## src/rtl/glm_pkg.sv

```systemverilog
package glm_pkg;
  function automatic int glm_cnt_width(input int bound);
    return (bound < 1) ? 1 : $clog2(bound + 1);
  endfunction
endpackage

```

## src/rtl/glm_cond.sv

```systemverilog
module glm_cond (
  input  logic a_req,
  input  logic b_req,
  input  logic c_req,
  input  logic a_ack,
  output logic unserved
);
  logic contended;
  always_comb begin
    contended = b_req | c_req;
    unserved  = a_req & ~a_ack & ~contended;
  end
endmodule

```

## src/rtl/glm_wait_ctr.sv

```systemverilog
module glm_wait_ctr #(
  parameter int BOUND = 3,
  parameter int CW    = glm_pkg::glm_cnt_width(BOUND)
) (
  input  logic          clk,
  input  logic          rst,
  input  logic          unserved,
  input  logic          freeze,
  output logic [CW-1:0] cnt,
  output logic          at_bound
);
  localparam logic [CW-1:0] LIMIT = CW'(BOUND);

  logic [CW-1:0] cnt_q;

  always_ff @(posedge clk) begin
    if (rst) begin
      cnt_q <= '0;
    end else if (!freeze) begin
      if (!unserved)
        cnt_q <= '0;
      else if (cnt_q != LIMIT)
        cnt_q <= cnt_q + 1'b1;
    end
  end

  assign cnt      = cnt_q;
  assign at_bound = (cnt_q == LIMIT);
endmodule

```

## src/rtl/glm_viol.sv

```systemverilog
module glm_viol (
  input  logic clk,
  input  logic rst,
  input  logic fire,
  output logic sticky,
  output logic pulse
);
  logic sticky_q, pulse_q;

  always_ff @(posedge clk) begin
    if (rst) begin
      sticky_q <= 1'b0;
      pulse_q  <= 1'b0;
    end else begin
      sticky_q <= sticky_q | fire;
      pulse_q  <= fire & ~sticky_q;
    end
  end

  assign sticky = sticky_q;
  assign pulse  = pulse_q;
endmodule

```

## src/rtl/grant_latency_monitor.sv

```systemverilog
module grant_latency_monitor #(
  parameter int BOUND = 3,
  localparam int CW   = glm_pkg::glm_cnt_width(BOUND)
) (
  input  logic          clk,
  input  logic          rst,
  input  logic          a_req,
  input  logic          b_req,
  input  logic          c_req,
  input  logic          a_ack,
  output logic          viol_sticky,
  output logic          viol_pulse,
  output logic [CW-1:0] wait_cnt
);
  logic unserved;
  logic at_bound;
  logic fire;
  logic sticky_w;

  glm_cond u_cond (
    .a_req    (a_req),
    .b_req    (b_req),
    .c_req    (c_req),
    .a_ack    (a_ack),
    .unserved (unserved)
  );

  glm_wait_ctr #(.BOUND(BOUND), .CW(CW)) u_ctr (
    .clk      (clk),
    .rst      (rst),
    .unserved (unserved),
    .freeze   (sticky_w),
    .cnt      (wait_cnt),
    .at_bound (at_bound)
  );

  assign fire = unserved & at_bound & ~sticky_w;

  glm_viol u_viol (
    .clk    (clk),
    .rst    (rst),
    .fire   (fire),
    .sticky (sticky_w),
    .pulse  (viol_pulse)
  );

  assign viol_sticky = sticky_w;
endmodule

```

## config.mk

```make
export PLATFORM = sky130hd
export DESIGN_NAME = grant_latency_monitor
export DESIGN_NICKNAME = d
export VERILOG_FILES = /design/src/rtl/glm_pkg.sv /design/src/rtl/glm_cond.sv /design/src/rtl/glm_wait_ctr.sv /design/src/rtl/glm_viol.sv /design/src/rtl/grant_latency_monitor.sv
export SDC_FILE = /design/constraint.sdc
export NUM_CORES = 1
export LEC_CHECK = 0
export BUFFER_PORTS_ARGS = -buffer_cell sky130_fd_sc_hd__buf_4
export CORE_AREA = 2 2 39 41
export CTS_CLUSTER_SIZE = 30
export DETAILED_ROUTE_END_ITERATION = 8
export DIE_AREA = 0 0 41 43
export GPL_TIMING_DRIVEN = 0
export SYNTH_ARGS = -nofsm -noshare
export SYNTH_HDL_FRONTEND = slang
export SYNTH_SLANG_ARGS = --single-unit
```

## constraint.sdc

```tcl
create_clock -name clk -period 2.56 [get_ports clk]
set_input_delay 0.512 -clock clk [delete_from_list [all_inputs] [get_ports clk]]
set_output_delay 0.512 -clock clk [all_outputs]
set_load 0.03 [all_outputs]
```

# Word-level counts from Yosys, hierarchy flattened
# Cells that the tools add are included.
# word_totals
inputBits	6
ff_bits	4
output_inout_bits	4
wordCells	20
# classes
n_mux	2
n_reduce_logical	1
n_eq_ne	3
bitwise_logic	10
n_addsub	1
# ops
cell	count
$and 1x1->1	5
$mux 2	2
$ne 2x2->1 const B	2
$not 1->1	3
$add 2x1->2 const B	1
$eq 2x2->1 const B	1
$or 1x1->1	2
$reduce_and 2->1	1

# Logic depth before layout (Yosys ltp)
# logic_depth
word_depth	6
mapped_depth	4
mapped_depth_nobuf	4

# Hierarchy
# From an unflattened synthesis, not the netlist that was laid out.
# hier_totals
hier_cells	17
area_unflattened_um2	190.2
# modules_own_cells
module	cells_per_inst	area_each_um2	n_inst	seq_area_each_um2
glm_wait_ctr	11	103.8	1	40.0
glm_viol	4	62.6	1	40.0
glm_cond	1	15.0	1	0.0
grant_latency_monitor	1	8.8	1	0.0

# Worst setup path before layout
# Ideal clock, no wire load.
# synth_path
path_kind	input to register
start	input c_req
end	register u_ctr.cnt_q[0], in the netlist u_ctr.cnt[0]
required_ns	2.476
arrival_time_ns	1.121
setup_ns	0.084
cell_stages	3
n_path_buf	0
slack_ns	1.355
cell_sequence	nor4b_4 -> a21oi_2 -> o31ai_2
# synth_via
elab_chain_cells	5
word_cells_on_any_way	6
cone_classes	1 x eq/ne; 1 x mux; 3 x bitwise; 1 x reduce/logical
# synth_lines
element	line_no	text
from (decl)	grant_latency_monitor.sv:9	input logic c_req,
$or 1x1->1 *	glm_cond.sv:10	contended = b_req | c_req;
$not 1->1 *	glm_cond.sv:11	unserved = a_req & ~a_ack & ~contended;
$and 1x1->1 *	glm_cond.sv:11	
$ne 2x2->1 (no source line)	n/a	
$reduce_and 2->1 (no source line)	n/a	
to (signal assigned)	glm_wait_ctr.sv:23	cnt_q <= cnt_q + 1'b1;
to (decl)	glm_wait_ctr.sv:14	logic [CW-1:0] cnt_q;
# Mark *: on every way between the ends. The rest lies on a longest branch, timed or not.
# A chain may end at the register's enable or synchronous reset.

# Worst setup path after layout
# layout_path
start	register u_viol.sticky_q, in the netlist u_viol.sticky
end	output viol_sticky
# layout_rtl
element	line_no	text
from (decl)	glm_viol.sv:8	logic sticky_q, pulse_q;
from (signal assigned)	glm_viol.sv:15	sticky_q <= sticky_q | fire;
to (decl)	grant_latency_monitor.sv:11	output logic viol_sticky,
# No word-level cell between the ends.

==> summary.md <==
| Metric | Value |
|---|---|
| Mapped cell area | `191 sq um` |
| IO Port Bufs | `9` |
| Crit end category | `output port` |
| Total gr overflow | `0` |
| Root Driver | `clkbuf_4` |
| Final Critical Period | `1.37 ns` |
| Core Box Area | `0.00138 sq mm` |
| Netlist cell types | `12` |
| Yosys warning count | `0` |
| Vias in the first global route | `176` |
| GRT Overall Usage | `0.0592` |
| Total wire length | `353 um` |
| CP peak stage delay | `0.42 ns` |
| Hold Buf Count CTS | `0` |
| GPL Wtd Cong | `0.658` |
| Worst clock skew | `0.00403 ns` |
| Mean post-synth cell area | `10.6 sq um` |
| Die Y | `43 um` |
| First-pass detailed-route iteration total | `1` |
| VDD IR max | `0.0665 mV` |
| Die width | `41 um` |
| Worst Path Buf+Inv | `1` |
| LEAKAGE | `0.130 nW` |
| Crit share post-route | `0.534` |
| Synth Instances | `18` |
| Post-synth top cells | `4 x dfxtp_1, 3 x nand3_1, 2 x nor2_1` |
| Tot Pwr | `0.152 mW` |
| Via count | `170` |
| Drt drc | `0` |
| PD cells | `503 mW/mm^2` |
| Num rows | `14` |
| Startpoint types | `register` |
| ANT nets after route | `0` |
| Post-CTS Resized | `0` |
| Post-synth top area share | `0.418` |
| Pin slew with the least headroom to its limit | `0.342 ns` |
| Slew Viols, Final | `0` |
| Initial antenna violation count | `0` |
| WP data arrival | `0.85 ns` |
| Ys async rst share | `0` |
| Area of the multi-input gates | `108 sq um` |
| Worst endpoint required time | `2.05 ns` |
| Setup bufs post-CTS | `0` |
| P&R area growth vs syn | `57.5%` |
| H-tree depth | `1` |
| Antenna Cells | `0` |
| I/O Pins | `10` |
| Initial DRC Count | `0` |
| Top_reg_cell synth | `dfxtp_1` |
| Hold Fails Final Rpt | `0` |
| Fraction of layout instances using a drive strength above 1 | `0.500` |
| Hpwl dp | `289 um` |
| Clock sink count | `4` |
| F_max | `732 MHz` |
| Count leader, synth | `dfxtp_1` |
| # setup viols final | `0` |
| Via/cell ratio | `3.70` |
| CP delay by family, top | `flip-flops` |
| Post-synth EDFFs | `0` |
| Register area | `80.1 sq um` |
| Num CTS Buffers | `3` |
| Filler cells | `161` |
| Number of synthesized register bits | `4` |
| Net Count, Synth | `25` |
| Worst-Skew Late Latency | `0.23 ns` |
| Outcome | `finished clean` |
| Seq/Total Area, Yosys | `0.418` |
| Largest net degree at the start of global routing | `7` |
| Final nets | `39` |
| Die ar. | `0.00176 sq mm` |
| Max clock buf depth | `2` |
| Leading area contributor after synthesis | `dfxtp_1` |
| CP cell instances | `buf_4` |
| Clock slew at reported path FFs | `0.04 ns` |
| Unrepaired setup endpoints after global routing | `false` |
| Worst hold path class | `input port to register` |
| Worst slew margin | `0.771` |
| Max Fanout on Critical Path | `6` |
| Total of max-cap violations | `0` |
| CTS tree | `built` |
| Setup TNS | `0 ns` |
| First-pass GRT wire length | `676 um` |
| Starting Density | `0.138` |
| WS Path Type | `register to output port` |
| Top cells by area, synth | `dfxtp_1 42%, nor4b_4 12%, nand3_1 7.8%` |
| Routed length per instance | `7.67 um` |
| Worst path slowest cell | `dfxtp_1` |
==> path summary, 6_finish.rpt <==
| check | startpoint | end | slack (ns) | cells past startpoint |
|---|---|---|---|---|
| worst max-delay path | u_viol.sticky | viol_sticky | 1.19 | 1 |
| worst max register to register | u_ctr.cnt[1] | u_ctr.cnt[0] | 1.54 | 4 |
| worst min register to register | u_ctr.cnt[1] | u_ctr.cnt[1] | 0.50 | 2 |
| worst min-delay path | rst | u_viol.sticky | 0.48 | 2 |
==> cells in the final DEF (no fill, tap or decap) <==
cell	n
ha_1	1
nand2_1	1
buf_4	9
nor3_1	1
dfxtp_1	4
clkbuf_4	3
nor4b_4	1
inv_1	1
nor2_1	2
o31ai_2	1
and4bb_1	1
a21oi_2	1
nand3_1	3
a31oi_1	1
==> metrics by stage <==
step | std cells | hold slack, ns | instance area, sq um | setup WS [ns] | utilization
3_3_place_gp | 43 | 0.486 | 279 | 1.15 | 0.202
6_report | 46 | 0.479 | 302 | 1.19 | 0.218
3_5_place_dp | 43 | 0.491 | 279 | 1.17 | 0.202
2_1_floorplan | 18 | 0.581 | 191 | 1.35 | -
4_1_cts | 46 | 0.474 | 302 | 1.19 | 0.218
5_1_grt | 46 | 0.491 | 302 | 1.14 | 0.218
==> logic make-up after synthesis <==
| kind of cell | count (synthesis) | share of synthesized area |
|---|---|---|
| DFF | 4 | 0.418 |
| buffers and inverters | 1 | 0.0196 |
| adders and majority gates | 1 | 0.0653 |
| AOI/OAI and AO/OA | 3 | 0.144 |
| and+or+nand+nor | 9 | 0.353 |
==> state kept, by name, indices dropped and copies added (netlist names) <==
name	flops
u_viol.pulse	1
u_ctr.cnt	2
u_viol.sticky	1
==> power breakdown <==
group	switching [mW]	total (mW)	internal (mW)
registers	0.000211	0.0632	0.0629
logic	0.00497	0.0123	0.00731
clock network	0.0240	0.0764	0.0523
total	0.0292	0.152	0.123
==> metal layers <==
| metal | vias to the layer above | part of all wire | track usage |
|---|---|---|---|
| met5 | - | 0 | 0 |
| met4 | 0 | 0 | 0.0800 |
| met3 | 0 | 0.045 | 0 |
| met2 | 5 | 0.53 | 0.0750 |
| met1 | 74 | 0.42 | 0.0740 |
| li1 | 91 | - | - |
==> cell type report <==
| type | count | area share |
|---|---|---|
| multi-input combinational | 13 | 0.357 |
| sequential | 4 | 0.266 |
| timing repair buffer | 9 | 0.224 |
| clock buffer | 3 | 0.0747 |
| tap | 16 | 0.0664 |
| inverter | 1 | 0.0124 |
(Power assumes the default switching activity.)
